==> config.mk <==
export PLATFORM = sky130hd
export DESIGN_NAME = branch_target_gen
export DESIGN_NICKNAME = d
export VERILOG_FILES = /design/src/rtl/branch_target_pkg.sv /design/src/rtl/pc_rel_adder.sv /design/src/rtl/pc_page_splice.sv /design/src/rtl/pc_index_adder.sv /design/src/rtl/branch_target_gen.sv
export SDC_FILE = /design/constraint.sdc
export NUM_CORES = 1
export LEC_CHECK = 0
export BUFFER_PORTS_ARGS = -buffer_cell sky130_fd_sc_hd__buf_2
export CAP_MARGIN = 5
export CORE_MARGIN = 1.5
export CORE_UTILIZATION = 45
export CTS_CLUSTER_SIZE = 8
export DETAILED_ROUTE_END_ITERATION = 6
export MAX_ROUTING_LAYER = met4
export PLACE_DENSITY_LB_ADDON = 0.3
export REMOVE_ABC_BUFFERS = 1
export SETUP_SLACK_MARGIN = 0.02
export SKIP_CTS_REPAIR_TIMING = 1
export SLEW_MARGIN = 20
export SYNTH_ARGS = -nofsm -noshare
export SYNTH_HDL_FRONTEND = slang
export SYNTH_SLANG_ARGS = --single-unit
export TNS_END_PERCENT = 10
==> constraint.sdc <==
create_clock -name clk -period 0.8 [get_ports clk]
set_input_delay 0.16 -clock clk [delete_from_list [all_inputs] [get_ports clk]]
set_output_delay 0.16 -clock clk [all_outputs]
set_load 0.1 [all_outputs]
==> src/rtl/branch_target_pkg.sv <==
package branch_target_pkg;

  typedef enum logic [2:0] {
    K_SEQ   = 3'd0,
    K_SHORT = 3'd1,
    K_PAGE  = 3'd2,
    K_LONG  = 3'd3,
    K_INDEX = 3'd4,
    K_COND  = 3'd5
  } bt_kind_e;

endpackage

==> src/rtl/pc_rel_adder.sv <==
module pc_rel_adder #(
  parameter int PC_W  = 16,
  parameter int OFF_W = 8
) (
  input  logic [PC_W-1:0]  base,
  input  logic [OFF_W-1:0] off,
  output logic [PC_W-1:0]  target
);
  localparam int EXT_W = PC_W - OFF_W;

  logic [PC_W-1:0] off_ext;

  // Sign-extend the displacement; the sum is truncated to PC_W bits.
  always_comb begin
    off_ext = {{EXT_W{off[OFF_W-1]}}, off};
    target  = base + off_ext;
  end
endmodule

==> src/rtl/pc_page_splice.sv <==
module pc_page_splice #(
  parameter int PC_W   = 16,
  parameter int PAGE_W = 11,
  parameter int BYTE_W = 8
) (
  input  logic [PC_W-1:0]          base,
  input  logic [PAGE_W-BYTE_W-1:0] hi_bits,
  input  logic [BYTE_W-1:0]        lo_byte,
  output logic [PC_W-1:0]          target
);
  // Page number comes from the sequential address; offset from the fields.
  always_comb begin
    target = {base[PC_W-1:PAGE_W], hi_bits, lo_byte};
  end
endmodule

==> src/rtl/pc_index_adder.sv <==
module pc_index_adder #(
  parameter int PC_W  = 16,
  parameter int ACC_W = 8
) (
  input  logic [PC_W-1:0]  ptr,
  input  logic [ACC_W-1:0] idx,
  output logic [PC_W-1:0]  target
);
  localparam int PAD_W = PC_W - ACC_W;

  always_comb begin
    target = ptr + {{PAD_W{1'b0}}, idx};
  end
endmodule

==> src/rtl/branch_target_gen.sv <==
module branch_target_gen
  import branch_target_pkg::*;
#(
  parameter int PC_W        = 16,
  parameter int OFF_W       = 8,
  parameter int PAGE_W      = 11,
  parameter int BYTE_W      = 8,
  parameter int ACC_W       = 8,
  parameter int SYNC_STAGES = 2
) (
  input  logic                      clk,
  input  logic                      rst_n,
  input  logic                      step_en,
  input  logic [2:0]                kind,
  input  logic [PC_W-1:0]           seq_pc,
  input  logic [OFF_W-1:0]          rel_off,
  input  logic [PAGE_W-BYTE_W-1:0]  abs_hi,
  input  logic [BYTE_W-1:0]         abs_lo,
  input  logic [PC_W-1:0]           long_fld,
  input  logic [ACC_W-1:0]          acc,
  input  logic [PC_W-1:0]           dptr,
  input  logic                      cond_met,
  output logic [PC_W-1:0]           next_pc
);
  localparam int HI_W = PAGE_W - BYTE_W;

  // Reset synchroniser: asserts at once, releases on the clock.
  logic [SYNC_STAGES-1:0] sync_q;
  logic                   rst_q_n;

  genvar gi;
  generate
    for (gi = 0; gi < SYNC_STAGES; gi++) begin : g_sync
      if (gi == 0) begin : g_first
        always_ff @(posedge clk or negedge rst_n) begin
          if (!rst_n) sync_q[gi] <= 1'b0;
          else        sync_q[gi] <= 1'b1;
        end
      end else begin : g_next
        always_ff @(posedge clk or negedge rst_n) begin
          if (!rst_n) sync_q[gi] <= 1'b0;
          else        sync_q[gi] <= sync_q[gi-1];
        end
      end
    end
  endgenerate

  assign rst_q_n = sync_q[SYNC_STAGES-1];

  // Candidate targets from the three datapath units
  logic [PC_W-1:0] rel_tgt;
  logic [PC_W-1:0] page_tgt;
  logic [PC_W-1:0] idx_tgt;

  pc_rel_adder #(
    .PC_W  (PC_W),
    .OFF_W (OFF_W)
  ) u_rel (
    .base   (seq_pc),
    .off    (rel_off),
    .target (rel_tgt)
  );

  pc_page_splice #(
    .PC_W   (PC_W),
    .PAGE_W (PAGE_W),
    .BYTE_W (BYTE_W)
  ) u_page (
    .base    (seq_pc),
    .hi_bits (abs_hi[HI_W-1:0]),
    .lo_byte (abs_lo),
    .target  (page_tgt)
  );

  pc_index_adder #(
    .PC_W  (PC_W),
    .ACC_W (ACC_W)
  ) u_idx (
    .ptr    (dptr),
    .idx    (acc),
    .target (idx_tgt)
  );

  // Next-state selection
  logic [PC_W-1:0] pc_d;

  always_comb begin
    case (kind)
      K_SHORT: pc_d = rel_tgt;
      K_PAGE:  pc_d = page_tgt;
      K_LONG:  pc_d = long_fld;
      K_INDEX: pc_d = idx_tgt;
      K_COND:  pc_d = cond_met ? rel_tgt : seq_pc;
      default: pc_d = seq_pc;
    endcase
  end

  // Program counter register with explicit clock enable
  always_ff @(posedge clk or negedge rst_q_n) begin
    if (!rst_q_n)     next_pc <= '0;
    else if (step_en) next_pc <= pc_d;
  end
endmodule

==> results of run 1 <==
[kinds of logic after synthesis]
family,Yosys count,synth area share [%]
xor+xnor,22,8.05
simple gates,110,21.8
buf+inv,22,3.55
fa+ha+maj,25,13.7
other cells,1,0.157
flops,18,18.8
compound gates,101,29.6
mux,10,4.29
[Yosys cell counts (all sizes together), types with 3 or more instances]
cell     n  area, sq um
o21ai   32          160
a31oi    3         18.8
inv     11         41.3
nand3   13         65.1
xnor2   14          123
dfrtp   18          450
a21o     4         30.0
and3     5         31.3
xor2     8         70.1
a21oi   19         95.1
clkbuf   8         30.0
ha      23          288
a221oi  12          124
nand2b   4         25.0
nor2    30          113
a211oi   7         52.6
o21a     4         30.0
nor2b    8         50.1
nand2   30          113
o22ai    5         31.3
nor3     4         20.0
buf      3         13.8
nand4    6         37.5
mux2i    8         80.1
or3      3         18.8
[where the power goes]
part           switching [W]  internal (W)
Sequential          0.000168       0.00103
Combinational        0.00233       0.00179
Clock               0.000363      0.000439
[how the worst min path moves through the flow]
stage	endpoint	startpoint	depth (start not counted)
after floorplan	rst_q_n	rst_n	0
after global placement	sync_q[0]	rst_n	1
after detailed placement	sync_q[0]	rst_n	1
after CTS	sync_q[0]	rst_n	1
after global routing	sync_q[0]	rst_n	2
final	sync_q[0]	rst_n	2
[metal layers]
metal | part of all wire [%] | up-vias | global-route usage [%]
met5 | 0 | - | -
met4 | 7.0 | 0 | 9.26
met3 | 9.6 | 115 | 2.41
met2 | 48 | 318 | 54.6
met1 | 36 | 1650 | 37.5
li1 | - | 1519 | -
[final cells by class]
class / instances / area [sq um] / share of cell area (%)
clock buffers: 4 / 55.1 / 1.24
inverters: 11 / 41.3 / 0.930
multi-input cells: 269 / 2290 / 51.5
flip-flops and latches: 18 / 450 / 10.1
well taps: 70 / 87.6 / 1.97
repair buffers: 192 / 1520 / 34.2
[worst reg2reg max path, stage by stage, from the launching register on]
cell                      delay, ps
sky130_fd_sc_hd__dfrtp_1        420
sky130_fd_sc_hd__nor2_1         200
sky130_fd_sc_hd__nor3b_1         90
sky130_fd_sc_hd__mux2i_1        140
sky130_fd_sc_hd__o21ai_0        130
[metrics by stage]
step	std cells	total power, W
2_1_floorplan	298	0.00305
3_3_place_gp	553	0.00456
3_5_place_dp	553	0.00466
4_1_cts	557	0.00543
5_1_grt	564	0.00632
6_report	564	0.00612
[registers in the layout, indices dropped and copies added (netlist names)]
name     count
next_pc     16
rst_q_n      1
sync_q       1
==> report_table.html, run 1 <==
<table>
<tr><th>Metric</th><th>Value</th></tr>
<tr><th colspan="2">Run status</th></tr>
<tr><td>Result of the run</td><td>finished, violations left</td></tr>
<tr><td>Failing checks</td><td>setup timing</td></tr>
<tr><th colspan="2">Setup path</th></tr>
<tr><td>Critical Path End Type</td><td>flop</td></tr>
<tr><td>Reg-to-Reg End</td><td>next_pc[9]</td></tr>
<tr><td>Worst path depth</td><td>11</td></tr>
<tr><td>Slack of the worst reg-to-reg path</td><td>-310 ps</td></tr>
<tr><td>Cells along the critical path</td><td>buf_2 -&gt; ha_4 -&gt; inv_1 -&gt; fa_2 -&gt; nor2b_2 -&gt; o211ai_1 -&gt; a21boi_2 -&gt; a211oi_4 -&gt; a31oi_1 -&gt; xnor2_1 -&gt; o22ai_1</td></tr>
<tr><td>Worst r2r path cells</td><td>4</td></tr>
<tr><td>Type of element launching the critical path</td><td>input pin</td></tr>
<tr><td>Slowest stage delay, CP</td><td>approximately 380 ps</td></tr>
<tr><td>First element of the critical path</td><td>seq_pc[0]</td></tr>
<tr><td>Required time of the worst setup path</td><td>about 940 ps</td></tr>
<tr><td>Worst path top cell family by delay</td><td>compound AO/OA/AOI/OAI gates</td></tr>
<tr><td>Startpoint of the most critical register-to-register path</td><td>next_pc[9]</td></tr>
<tr><td>Critical path peak fanout</td><td>3</td></tr>
<tr><td>Endpoint of the worst setup timing path</td><td>next_pc[14]</td></tr>
<tr><td>Slowest CP cell</td><td>sky130_fd_sc_hd__fa_2</td></tr>
<tr><td>WS Path Type</td><td>in -&gt; reg</td></tr>
<tr><td>Data arrival at the endpoint of the critical path</td><td>2140 ps</td></tr>
<tr><td>Number of buffer and inverter stages on the critical path</td><td>2</td></tr>
<tr><th colspan="2">Detailed routing</th></tr>
<tr><td>Post-DRT Antenna Nets</td><td>0</td></tr>
<tr><td>Wire length per cell after detailed routing</td><td>between 20 and 25 microns</td></tr>
<tr><td>Via count</td><td>about 3,600</td></tr>
<tr><td>Drt drc</td><td>0</td></tr>
<tr><td>Vias/cell</td><td>around 6.4</td></tr>
<tr><td>Number of optimization iterations in the first detailed-route pass</td><td>7</td></tr>
<tr><td>Post-detailed-routing wire length</td><td>11,700 microns</td></tr>
<tr><td>Number of DRC markers in iteration 0</td><td>roughly 420</td></tr>
<tr><th colspan="2">Synth</th></tr>
<tr><td>Gate count of the mapped netlist</td><td>309</td></tr>
<tr><td>Synthesized area</td><td>~2400 sq um</td></tr>
<tr><td>Most used DFF post-synth</td><td>sky130_fd_sc_hd__dfrtp_1</td></tr>
<tr><td>Count of flip-flops with a built-in enable after synthesis</td><td>0</td></tr>
<tr><td>Share of synthesized registers carrying an async set or reset</td><td>between 90% and 100%</td></tr>
<tr><td>Register area share after synthesis</td><td>roughly a fifth</td></tr>
<tr><td>Warnings, synthesis</td><td>0</td></tr>
<tr><td>Number of distinct library cell variants in the gate-level netlist after synthesis</td><td>48</td></tr>
<tr><td>Flop and latch count out of synthesis</td><td>18</td></tr>
<tr><td>Synthesized area divided by synthesized cell count</td><td>between 7 and 8 sq um</td></tr>
<tr><th colspan="2">STA</th></tr>
<tr><td>Slew at the pin with the worst max-slew slack</td><td>616 ps</td></tr>
<tr><td>RSZ-0062 raised after global routing</td><td>true</td></tr>
<tr><td>Max-slew headroom at the worst pin</td><td>58.5%</td></tr>
<tr><td>Max-slew violations</td><td>0</td></tr>
<tr><td>Total Negative Setup Slacks</td><td>-18,040 ps</td></tr>
<tr><td>Final period util</td><td>249%</td></tr>
<tr><td>Number of endpoints with negative hold slack in the final report</td><td>0</td></tr>
<tr><td>Clock period minus final worst setup slack</td><td>between 1500 and 2000 ps</td></tr>
<tr><td>FMAX</td><td>about 500 MHz</td></tr>
<tr><td>Final clock skew</td><td>approximately 0.83 ps</td></tr>
<tr><td>Setup-failing EPs final</td><td>32</td></tr>
<tr><td>Hold slack</td><td>roughly 210 ps</td></tr>
<tr><td>Min setup slack post-route</td><td>-1190 ps</td></tr>
<tr><th colspan="2">Finish</th></tr>
<tr><td>Area of all placed cells without fillers</td><td>between 4000 and 5000 sq um</td></tr>
<tr><td>Nets</td><td>between 600 and 700</td></tr>
<tr><td>Leading cell type in the layout, fill and taps excluded</td><td>sky130_fd_sc_hd__buf_4</td></tr>
<tr><td>Filler cell count in the final layout</td><td>260</td></tr>
<tr><td>Final design utilization</td><td>between 80% and 90%</td></tr>
<tr><td>Proportion of layout cells with a drive suffix above 1</td><td>52.8%</td></tr>
<tr><td>Diode count</td><td>0</td></tr>
<tr><td>Area growth syn-to-layout</td><td>85.4%</td></tr>
<tr><td>Commonest cells after routing, fill and taps aside</td><td>sky130_fd_sc_hd__buf_4 (89), sky130_fd_sc_hd__buf_2 (76), sky130_fd_sc_hd__nor2_1 (29)</td></tr>
<tr><th colspan="2">Global routing</th></tr>
<tr><td>Total global-route track usage</td><td>between 30% and 40%</td></tr>
<tr><td>Largest net degree at the start of global routing</td><td>21</td></tr>
<tr><td>Total gr overflow</td><td>0</td></tr>
<tr><td>Initial antenna violation count</td><td>0</td></tr>
<tr><td>First-pass GRT wire length</td><td>14,400 microns</td></tr>
<tr><td>Via count of the first global-routing pass</td><td>3,144</td></tr>
<tr><th colspan="2">Placed design</th></tr>
<tr><td>DPL Wire Length</td><td>7010 microns</td></tr>
<tr><td>Placement Setup Slack</td><td>-1500 ps</td></tr>
<tr><td>Port Buffer Count</td><td>97</td></tr>
<tr><td>Total cell area at the placement stage</td><td>3850 sq um</td></tr>
<tr><td>Routability-driven placement congestion ratio</td><td>between 0.8 and 0.9</td></tr>
<tr><th colspan="2">CTS</th></tr>
<tr><td>CTS H-Tree Depth</td><td>1</td></tr>
<tr><td>Number of buffers created by CTS</td><td>3</td></tr>
<tr><td>Largest buffer count on any clock path</td><td>2</td></tr>
<tr><td>Clock insertion delay at the later pin of the skew report</td><td>roughly 260 ps</td></tr>
<tr><td>Root buffer cell</td><td>sky130_fd_sc_hd__clkbuf_8</td></tr>
<tr><td>Sink count of the clock tree</td><td>18</td></tr>
<tr><td>Clock tree from TritonCTS</td><td>yes</td></tr>
<tr><td>Clock slew at the register clock pins of the worst setup and hold paths</td><td>~80 ps</td></tr>
<tr><th colspan="2">Die</th></tr>
<tr><td>Starting utilization of the core area</td><td>about 47%</td></tr>
<tr><td>Row count</td><td>26</td></tr>
<tr><td>DIE HEIGHT</td><td>about 76 microns</td></tr>
<tr><td>Number of top-level pins</td><td>between 90 and 100</td></tr>
<tr><td>Floorplan die area</td><td>5770 sq um</td></tr>
<tr><td>Die width</td><td>approximately 76 microns</td></tr>
<tr><td>Standard cell core area</td><td>between 5000 and 6000 sq um</td></tr>
<tr><th colspan="2">Pwr</th></tr>
<tr><td>Static Leak</td><td>around 2.0 nW</td></tr>
<tr><td>Worst voltage drop across the vdd grid</td><td>around 0.8 mV</td></tr>
<tr><td>Power density over the cells</td><td>1380 nW/um^2</td></tr>
<tr><th colspan="2">Hold path</th></tr>
<tr><td>Hold WC Path Type</td><td>in -&gt; async</td></tr>
<tr><th colspan="2">Job</th></tr>
<tr><td>Number of max-cap violations</td><td>0</td></tr>
</table>
Power figures use the tool's default switching activity.
==> inputs of run 2 (changes only) <==
Settings changed: ABC_AREA set to 1, BUFFER_PORTS_ARGS -buffer_cell sky130_fd_sc_hd__buf_2 to -buffer_cell sky130_fd_sc_hd__buf_4.
==> run 2 against run 1 <==
Against the previous run: the run still ends with setup timing left; critical endpoint unchanged; clock skew is essentially flat; flip-flop and latch count unchanged; first-iteration DRC count up 1.2%; sequential share of layout area decreased by 0.90 points; setup slack gained 380 ps; synthesized area is 15% higher; wire length rose by 12%; core utilization decreased by 4.6 points; clock power shrank 17%; die area grew 14%.
==> report_table.html, run 2 <==
<table>
<tr><th>Metric</th><th>Value</th></tr>
<tr><th colspan="2">Global routing</th></tr>
<tr><td>First-pass GRT wire length</td><td>15,400 microns</td></tr>
<tr><td>Total global-route track usage</td><td>a little under a third</td></tr>
<tr><td>Initial antenna violation count</td><td>0</td></tr>
<tr><td>Via count of the first global-routing pass</td><td>around 3,700</td></tr>
<tr><td>Total gr overflow</td><td>0</td></tr>
<tr><td>Largest net degree at the start of global routing</td><td>17</td></tr>
<tr><th colspan="2">Setup path</th></tr>
<tr><td>Critical path peak fanout</td><td>3</td></tr>
<tr><td>Slack of the worst reg-to-reg path</td><td>-30 ps</td></tr>
<tr><td>Data arrival at the endpoint of the critical path</td><td>around 1800 ps</td></tr>
<tr><td>Startpoint of the most critical register-to-register path</td><td>next_pc[0]</td></tr>
<tr><td>Type of element launching the critical path</td><td>input pin</td></tr>
<tr><td>Required time of the worst setup path</td><td>approximately 950 ps</td></tr>
<tr><td>WS Path Type</td><td>in -&gt; reg</td></tr>
<tr><td>Worst r2r path cells</td><td>2</td></tr>
<tr><td>Critical Path End Type</td><td>flop</td></tr>
<tr><td>Reg-to-Reg End</td><td>next_pc[0]</td></tr>
<tr><th colspan="2">Pwr</th></tr>
<tr><td>Power density over the cells</td><td>roughly 1200 nW/um^2</td></tr>
<tr><td>Worst voltage drop across the vdd grid</td><td>around 0.65 mV</td></tr>
<tr><td>Static Leak</td><td>between 2 and 3 nW</td></tr>
<tr><th colspan="2">Die</th></tr>
<tr><td>Starting utilization of the core area</td><td>between 40% and 50%</td></tr>
<tr><td>Row count</td><td>28</td></tr>
<tr><td>Floorplan die area</td><td>~6600 sq um</td></tr>
<tr><td>Standard cell core area</td><td>~5900 sq um</td></tr>
<tr><td>Number of top-level pins</td><td>98</td></tr>
<tr><td>DIE HEIGHT</td><td>a little over 80 microns</td></tr>
<tr><td>Die width</td><td>81.1 microns</td></tr>
<tr><th colspan="2">Synth</th></tr>
<tr><td>Biggest area contributors in the synthesized netlist</td><td>sky130_fd_sc_hd__nand2_1 (22%), sky130_fd_sc_hd__dfrtp_1 (16%), sky130_fd_sc_hd__inv_1 (11%)</td></tr>
<tr><td>Most used DFF post-synth</td><td>sky130_fd_sc_hd__dfrtp_1</td></tr>
<tr><td>Synthesized area</td><td>around 2700 sq um</td></tr>
<tr><td>Gate count of the mapped netlist</td><td>a little under 500</td></tr>
<tr><td>Flop and latch count out of synthesis</td><td>18</td></tr>
<tr><td>Synthesized area divided by synthesized cell count</td><td>around 5.7 sq um</td></tr>
<tr><td>Count of flip-flops with a built-in enable after synthesis</td><td>0</td></tr>
<tr><td>Fraction of synthesized cell area taken by the top area cell type</td><td>between 20% and 30%</td></tr>
<tr><td>Most frequent cell after synthesis</td><td>sky130_fd_sc_hd__nand2_1</td></tr>
<tr><td>Largest area contributor in the netlist</td><td>sky130_fd_sc_hd__nand2_1</td></tr>
<tr><td>Register area share after synthesis</td><td>between 15 and 20%</td></tr>
<tr><td>Warnings, synthesis</td><td>0</td></tr>
<tr><td>Share of synthesized registers carrying an async set or reset</td><td>100%</td></tr>
<tr><td>Number of distinct library cell variants in the gate-level netlist after synthesis</td><td>37</td></tr>
<tr><td>Commonest cells in the netlist</td><td>sky130_fd_sc_hd__nand2_1 (158), sky130_fd_sc_hd__inv_1 (77), sky130_fd_sc_hd__nor2_1 (49)</td></tr>
<tr><th colspan="2">STA</th></tr>
<tr><td>FMAX</td><td>618 MHz</td></tr>
<tr><td>Final period util</td><td>202%</td></tr>
<tr><td>Number of endpoints with negative hold slack in the final report</td><td>0</td></tr>
<tr><td>Min setup slack post-route</td><td>-818 ps</td></tr>
<tr><td>Final clock skew</td><td>about 0.69 ps</td></tr>
<tr><td>Setup-failing EPs final</td><td>32</td></tr>
<tr><td>Hold slack</td><td>195 ps</td></tr>
<tr><td>RSZ-0062 raised after global routing</td><td>true</td></tr>
<tr><td>Max-slew violations</td><td>0</td></tr>
<tr><td>Clock period minus final worst setup slack</td><td>1620 ps</td></tr>
<tr><th colspan="2">CTS</th></tr>
<tr><td>Clock insertion delay at the later pin of the skew report</td><td>about 260 ps</td></tr>
<tr><td>Sink count of the clock tree</td><td>18</td></tr>
<tr><td>Number of buffers created by CTS</td><td>3</td></tr>
<tr><td>Clock tree from TritonCTS</td><td>yes</td></tr>
<tr><td>Largest buffer count on any clock path</td><td>2</td></tr>
<tr><td>CTS H-Tree Depth</td><td>1</td></tr>
<tr><td>Clock slew at the register clock pins of the worst setup and hold paths</td><td>approximately 70 ps</td></tr>
<tr><td>Root buffer cell</td><td>sky130_fd_sc_hd__clkbuf_8</td></tr>
<tr><th colspan="2">Hold path</th></tr>
<tr><td>Hold WC Path Type</td><td>reg -&gt; async</td></tr>
<tr><th colspan="2">Placed design</th></tr>
<tr><td>Inst Count DP</td><td>roughly 730</td></tr>
<tr><td>Routability-driven placement congestion ratio</td><td>between 0.9 and 1</td></tr>
<tr><td>Port Buffer Count</td><td>97</td></tr>
<tr><td>DPL Wire Length</td><td>roughly 8000 microns</td></tr>
<tr><td>Total cell area at the placement stage</td><td>4130 sq um</td></tr>
<tr><th colspan="2">Finish</th></tr>
<tr><td>Area of all placed cells without fillers</td><td>4870 sq um</td></tr>
<tr><td>Area growth syn-to-layout</td><td>77.5%</td></tr>
<tr><td>Post-route insts no fill</td><td>about 730</td></tr>
<tr><td>Diode count</td><td>0</td></tr>
<tr><td>Leading cell type in the layout, fill and taps excluded</td><td>sky130_fd_sc_hd__buf_4</td></tr>
<tr><td>Max FFs per register</td><td>16</td></tr>
<tr><td>Proportion of layout cells with a drive suffix above 1</td><td>around 40%</td></tr>
<tr><td>Register with the most flip-flops</td><td>next_pc</td></tr>
<tr><td>Nets</td><td>766</td></tr>
<tr><td>Commonest cells after routing, fill and taps aside</td><td>sky130_fd_sc_hd__buf_4 (155), sky130_fd_sc_hd__nand2_1 (140), sky130_fd_sc_hd__inv_1 (71)</td></tr>
<tr><th colspan="2">Detailed routing</th></tr>
<tr><td>Drt drc</td><td>0</td></tr>
<tr><td>Number of DRC markers in iteration 0</td><td>between 400 and 500</td></tr>
<tr><td>Number of optimization iterations in the first detailed-route pass</td><td>5</td></tr>
<tr><td>Via count</td><td>4,304</td></tr>
<tr><td>Vias/cell</td><td>roughly 5.9</td></tr>
<tr><td>Post-DRT Antenna Nets</td><td>0</td></tr>
<tr><td>Post-detailed-routing wire length</td><td>13,100 microns</td></tr>
<tr><td>Wire length per cell after detailed routing</td><td>between 15 and 20 microns</td></tr>
<tr><th colspan="2">Job</th></tr>
<tr><td>Number of max-cap violations</td><td>0</td></tr>
<tr><th colspan="2">Run status</th></tr>
<tr><td>Failing checks</td><td>setup timing</td></tr>
<tr><td>Result of the run</td><td>finished, violations left</td></tr>
</table>
-- run 2: area by class of cell --
| cell class | count | area (sq um) |
|---|---|---|
| sequential | 18 | 450 |
| fill | 369 | 1050 |
| inverter | 78 | 295 |
| clock buffer | 3 | 41.3 |
| timing repair buffer | 178 | 1570 |
| multi-input combinational | 380 | 2420 |
| tap | 75 | 93.8 |
-- run 2: per-stage QoR --
stage / util, % / setup TNS, ps / setup slack [ps] / power, W
6_report: 82.2 / -13100 / -818 / 0.00603
3_5_place_dp: 69.7 / -13990 / -999 / 0.00437
4_1_cts: 70.4 / -14180 / -744 / 0.00501
2_1_floorplan: - / -13640 / -744 / 0.00308
5_1_grt: 82.2 / -14430 / -872 / 0.00626
3_3_place_gp: 69.7 / -13000 / -926 / 0.00429
-- run 2: cell families after synthesis --
logic type,after synthesis,synth area share (%)
AND/OR/NAND/NOR,283,43.7
buffers and inverters,86,12.2
AO/OA/AOI/OAI,69,15.0
adder cells (fa/ha/maj),25,11.9
flip-flops,18,16.4
XOR/XNOR,2,0.639
other,1,0.137
-- run 2: where the power goes --
group	total [W]	switching, W	leakage (nW)	internal (W)
sequential	0.00119	0.000161	0.207	0.00103
combinational	0.00417	0.00242	2.34	0.00175
clock	0.000665	0.000329	0.0216	0.000336
total	0.00603	0.00292	2.57	0.00311
-- run 2: layer usage --
layer	track usage (%)	wire length, microns	up-vias
met2	56.3	6730	305
met4	8.97	768	0
met3	1.35	1130	92
met1	35.7	4460	1992
li1	-	-	1915
met5	-	0	-
-- run 2: worst max-delay path by stage --
stage,cells after the start,endpoint,startpoint
floorplan,13,next_pc[12],acc[0]
global route,14,next_pc[14],rel_off[0]
global placement,14,next_pc[12],acc[0]
finish,13,next_pc[14],acc[4]
CTS,14,next_pc[8],seq_pc[0]
detailed placement,14,next_pc[14],seq_pc[0]
-- run 2: critical path, cell delays in order --
cell	delay [ps]
sky130_fd_sc_hd__buf_4	120
sky130_fd_sc_hd__ha_4	230
sky130_fd_sc_hd__buf_4	140
sky130_fd_sc_hd__nand2_1	110
sky130_fd_sc_hd__inv_1	90
sky130_fd_sc_hd__a21oi_2	160
sky130_fd_sc_hd__nand2_2	110
sky130_fd_sc_hd__nand2_1	110
sky130_fd_sc_hd__nand3_1	150
sky130_fd_sc_hd__nand3_1	140
sky130_fd_sc_hd__nand2_1	60
sky130_fd_sc_hd__nor2_1	130
sky130_fd_sc_hd__nor2_1	60
==> inputs of run 3 (changes only) <==
--- a/config.mk
+++ b/config.mk
@@ -14,5 +14,5 @@
 export DETAILED_ROUTE_END_ITERATION = 6
 export MAX_ROUTING_LAYER = met4
-export PLACE_DENSITY_LB_ADDON = 0.3
+export PLACE_DENSITY = 0.78
 export REMOVE_ABC_BUFFERS = 1
 export SETUP_SLACK_MARGIN = 0.02
==> constraint.sdc (replaced) <==
create_clock -name clk -period 0.8 [get_ports clk]
set_input_delay 0.04 -clock clk [delete_from_list [all_inputs] [get_ports clk]]
set_output_delay 0.04 -clock clk [all_outputs]
set_load 0.1 [all_outputs]
==> run 3 against run 2 <==
Against the previous run: the run still ends with setup timing left; sequential power hardly changed; cell count grew 0.68%; via count decreased by 6.1%; largest power group unchanged; highest routed layer unchanged.
==> report_table.html, run 3 (same netlist as run 2, synthesis figures left out) <==
<table>
<tr><th>Metric</th><th>Value</th></tr>
<tr><th colspan="2">Run status</th></tr>
<tr><td>Result of the run</td><td>finished, violations left</td></tr>
<tr><td>Failing checks</td><td>setup timing</td></tr>
<tr><th colspan="2">Die</th></tr>
<tr><td>Starting utilization of the core area</td><td>between 40% and 50%</td></tr>
<tr><td>DIE HEIGHT</td><td>~81 microns</td></tr>
<tr><td>Standard cell core area</td><td>5920 sq um</td></tr>
<tr><td>Row count</td><td>28</td></tr>
<tr><td>Floorplan die area</td><td>6570 sq um</td></tr>
<tr><td>Die width</td><td>between 80 and 90 microns</td></tr>
<tr><td>Number of top-level pins</td><td>between 90 and 100</td></tr>
<tr><th colspan="2">Setup path</th></tr>
<tr><td>Type of element launching the critical path</td><td>input pin</td></tr>
<tr><td>Number of buffer and inverter stages on the critical path</td><td>2</td></tr>
<tr><td>Required time of the worst setup path</td><td>950 ps</td></tr>
<tr><td>WS Path Type</td><td>in -&gt; reg</td></tr>
<tr><td>Slowest CP cell</td><td>sky130_fd_sc_hd__ha_1</td></tr>
<tr><td>Critical path peak fanout</td><td>5</td></tr>
<tr><td>Cells along the critical path</td><td>buf_4 -&gt; ha_1 -&gt; nand2_1 -&gt; inv_1 -&gt; a21oi_2 -&gt; nand2_2 -&gt; or2_0 -&gt; nand3_1 -&gt; nand3_1 -&gt; nor2_1 -&gt; nor2_1</td></tr>
<tr><td>Slack of the worst reg-to-reg path</td><td>-60 ps</td></tr>
<tr><td>Worst path top cell family by delay</td><td>simple AND/OR/NAND/NOR gates</td></tr>
<tr><td>Slowest stage delay, CP</td><td>330 ps</td></tr>
<tr><td>Data arrival at the endpoint of the critical path</td><td>roughly 1600 ps</td></tr>
<tr><td>Critical Path End Type</td><td>flop</td></tr>
<tr><th colspan="2">Detailed routing</th></tr>
<tr><td>Number of optimization iterations in the first detailed-route pass</td><td>5</td></tr>
<tr><td>Drt drc</td><td>0</td></tr>
<tr><td>Wire length per cell after detailed routing</td><td>15.7 microns</td></tr>
<tr><td>Via count</td><td>a little over 4,000</td></tr>
<tr><td>Vias/cell</td><td>5.48</td></tr>
<tr><td>Post-DRT Antenna Nets</td><td>0</td></tr>
<tr><td>Number of DRC markers in iteration 0</td><td>276</td></tr>
<tr><td>Post-detailed-routing wire length</td><td>11,600 microns</td></tr>
<tr><th colspan="2">Global routing</th></tr>
<tr><td>Total global-route track usage</td><td>a little under a third</td></tr>
<tr><td>First-pass GRT wire length</td><td>15,500 microns</td></tr>
<tr><td>Global Route met1 Usage</td><td>37.1%</td></tr>
<tr><td>Via count of the first global-routing pass</td><td>between 3,000 and 4,000</td></tr>
<tr><td>Total gr overflow</td><td>0</td></tr>
<tr><td>Busiest metal layer after global routing</td><td>met2</td></tr>
<tr><td>Initial antenna violation count</td><td>0</td></tr>
<tr><td>Global routing usage on met3</td><td>between 1.5 and 2%</td></tr>
<tr><td>Largest net degree at the start of global routing</td><td>17</td></tr>
<tr><td>Met2 Track Usage GR</td><td>a little under three fifths</td></tr>
<tr><th colspan="2">CTS</th></tr>
<tr><td>Clock slew at the register clock pins of the worst setup and hold paths</td><td>70 ps</td></tr>
<tr><td>Clock tree from TritonCTS</td><td>yes</td></tr>
<tr><td>Largest buffer count on any clock path</td><td>2</td></tr>
<tr><td>CTS H-Tree Depth</td><td>1</td></tr>
<tr><td>Clock insertion delay at the later pin of the skew report</td><td>~250 ps</td></tr>
<tr><td>Root buffer cell</td><td>sky130_fd_sc_hd__clkbuf_8</td></tr>
<tr><td>Sink count of the clock tree</td><td>18</td></tr>
<tr><td>Number of buffers created by CTS</td><td>3</td></tr>
<tr><th colspan="2">Finish</th></tr>
<tr><td>Final design utilization</td><td>81.6%</td></tr>
<tr><td>Area taken by multi-input logic gates</td><td>between 2000 and 2500 sq um</td></tr>
<tr><td>Commonest cells after routing, fill and taps aside</td><td>sky130_fd_sc_hd__buf_4 (156), sky130_fd_sc_hd__nand2_1 (142), sky130_fd_sc_hd__inv_1 (73)</td></tr>
<tr><td>Area growth syn-to-layout</td><td>76.1%</td></tr>
<tr><td>Max FFs per register</td><td>16</td></tr>
<tr><td>Leading cell type in the layout, fill and taps excluded</td><td>sky130_fd_sc_hd__buf_4</td></tr>
<tr><td>Register with the most flip-flops</td><td>next_pc</td></tr>
<tr><td>Proportion of layout cells with a drive suffix above 1</td><td>roughly two fifths</td></tr>
<tr><td>Area of all placed cells without fillers</td><td>around 4800 sq um</td></tr>
<tr><td>Filler cell count in the final layout</td><td>392</td></tr>
<tr><td>Reg area</td><td>450 sq um</td></tr>
<tr><td>Diode count</td><td>0</td></tr>
<tr><td>Nets</td><td>771</td></tr>
<tr><th colspan="2">STA</th></tr>
<tr><td>Setup-failing EPs final</td><td>32</td></tr>
<tr><td>RSZ-0062 raised after global routing</td><td>true</td></tr>
<tr><td>Max-slew headroom at the worst pin</td><td>approximately two thirds</td></tr>
<tr><td>Number of endpoints with negative hold slack in the final report</td><td>0</td></tr>
<tr><td>Min setup slack post-route</td><td>-632 ps</td></tr>
<tr><td>FMAX</td><td>between 600 and 700 MHz</td></tr>
<tr><td>Slew at the pin with the worst max-slew slack</td><td>slightly below 500 ps</td></tr>
<tr><td>Clock period minus final worst setup slack</td><td>roughly 1400 ps</td></tr>
<tr><td>Max-slew violations</td><td>0</td></tr>
<tr><td>Final clock skew</td><td>1.51 ps</td></tr>
<tr><td>Hold slack</td><td>approximately 96 ps</td></tr>
<tr><td>Final period util</td><td>179%</td></tr>
<tr><th colspan="2">Placed design</th></tr>
<tr><td>Port Buffer Count</td><td>between 90 and 100</td></tr>
<tr><td>DPL Wire Length</td><td>a little under 8000 microns</td></tr>
<tr><td>Total cell area at the placement stage</td><td>roughly 4200 sq um</td></tr>
<tr><td>Placement Setup Slack</td><td>-889 ps</td></tr>
<tr><td>Routability-driven placement congestion ratio</td><td>a little over 0.9</td></tr>
<tr><th colspan="2">Job</th></tr>
<tr><td>Number of max-cap violations</td><td>0</td></tr>
<tr><th colspan="2">Hold path</th></tr>
<tr><td>Hold WC Path Type</td><td>in -&gt; async</td></tr>
<tr><th colspan="2">Pwr</th></tr>
<tr><td>Power density over the cells</td><td>between 1000 and 1500 nW/um^2</td></tr>
<tr><td>Worst voltage drop across the vdd grid</td><td>about 0.66 mV</td></tr>
<tr><td>Static Leak</td><td>roughly 2.6 nW</td></tr>
</table>
-- run 3: changes by cell type in the layout (fill, tap and decap cells not counted), sizes merged --
cell | previous run | this run
buf | 177 | 182
-- run 3: final timing paths --
| check | start | to | cells after the start |
|---|---|---|---|
| setup / recovery | seq_pc[5] | next_pc[6] | 11 |
| hold / removal | rst_n | sync_q[0] | 2 |
| setup reg to reg | next_pc[3] | next_pc[3] | 2 |
| hold reg to reg | rst_q_n | next_pc[15] | 1 |
| max in group asynchronous | rst_q_n | next_pc[14] | 1 |
| min in group clk | abs_hi[0] | next_pc[8] | 5 |
-- run 3: final cells by class --
type                    count  area share [%]
multi-input cells         380            48.2
repair buffers            183            33.6
flip-flops and latches     18            9.32
inverters                  78            6.06
well taps                  75            1.94
clock buffers               3           0.854
-- run 3: worst reg2reg max path: stages, from the launching register on --
cell,delay [ps]
sky130_fd_sc_hd__dfrtp_1,420
sky130_fd_sc_hd__nor2_1,200
sky130_fd_sc_hd__a41oi_1,100
-- run 3: stage by stage --
stage          TNS (ps)  instances  power (W)
6_report          -8520        737    0.00583
5_1_grt          -10410        737    0.00611
4_1_cts          -10310        734    0.00501
3_5_place_dp     -12100        731    0.00437
3_3_place_gp     -11040        731    0.00430
2_1_floorplan    -10020        476    0.00308
-- run 3: routing by layer --
layer	wire (microns)	share of wire, %	up-vias
met5	0	0	-
met4	466	4.0	0
met3	768	6.6	53
met2	5910	51	193
met1	4420	38	1875
li1	-	-	1921
-- run 3: where the power goes --
| part | internal (W) | switching (W) | leakage (nW) | total [W] |
|---|---|---|---|---|
| combinational | 0.00170 | 0.00229 | 2.36 | 0.00399 |
| clock | 0.000335 | 0.000318 | 0.0216 | 0.000653 |
| sequential | 0.00103 | 0.000154 | 0.207 | 0.00119 |
| total | 0.00307 | 0.00276 | 2.59 | 0.00583 |
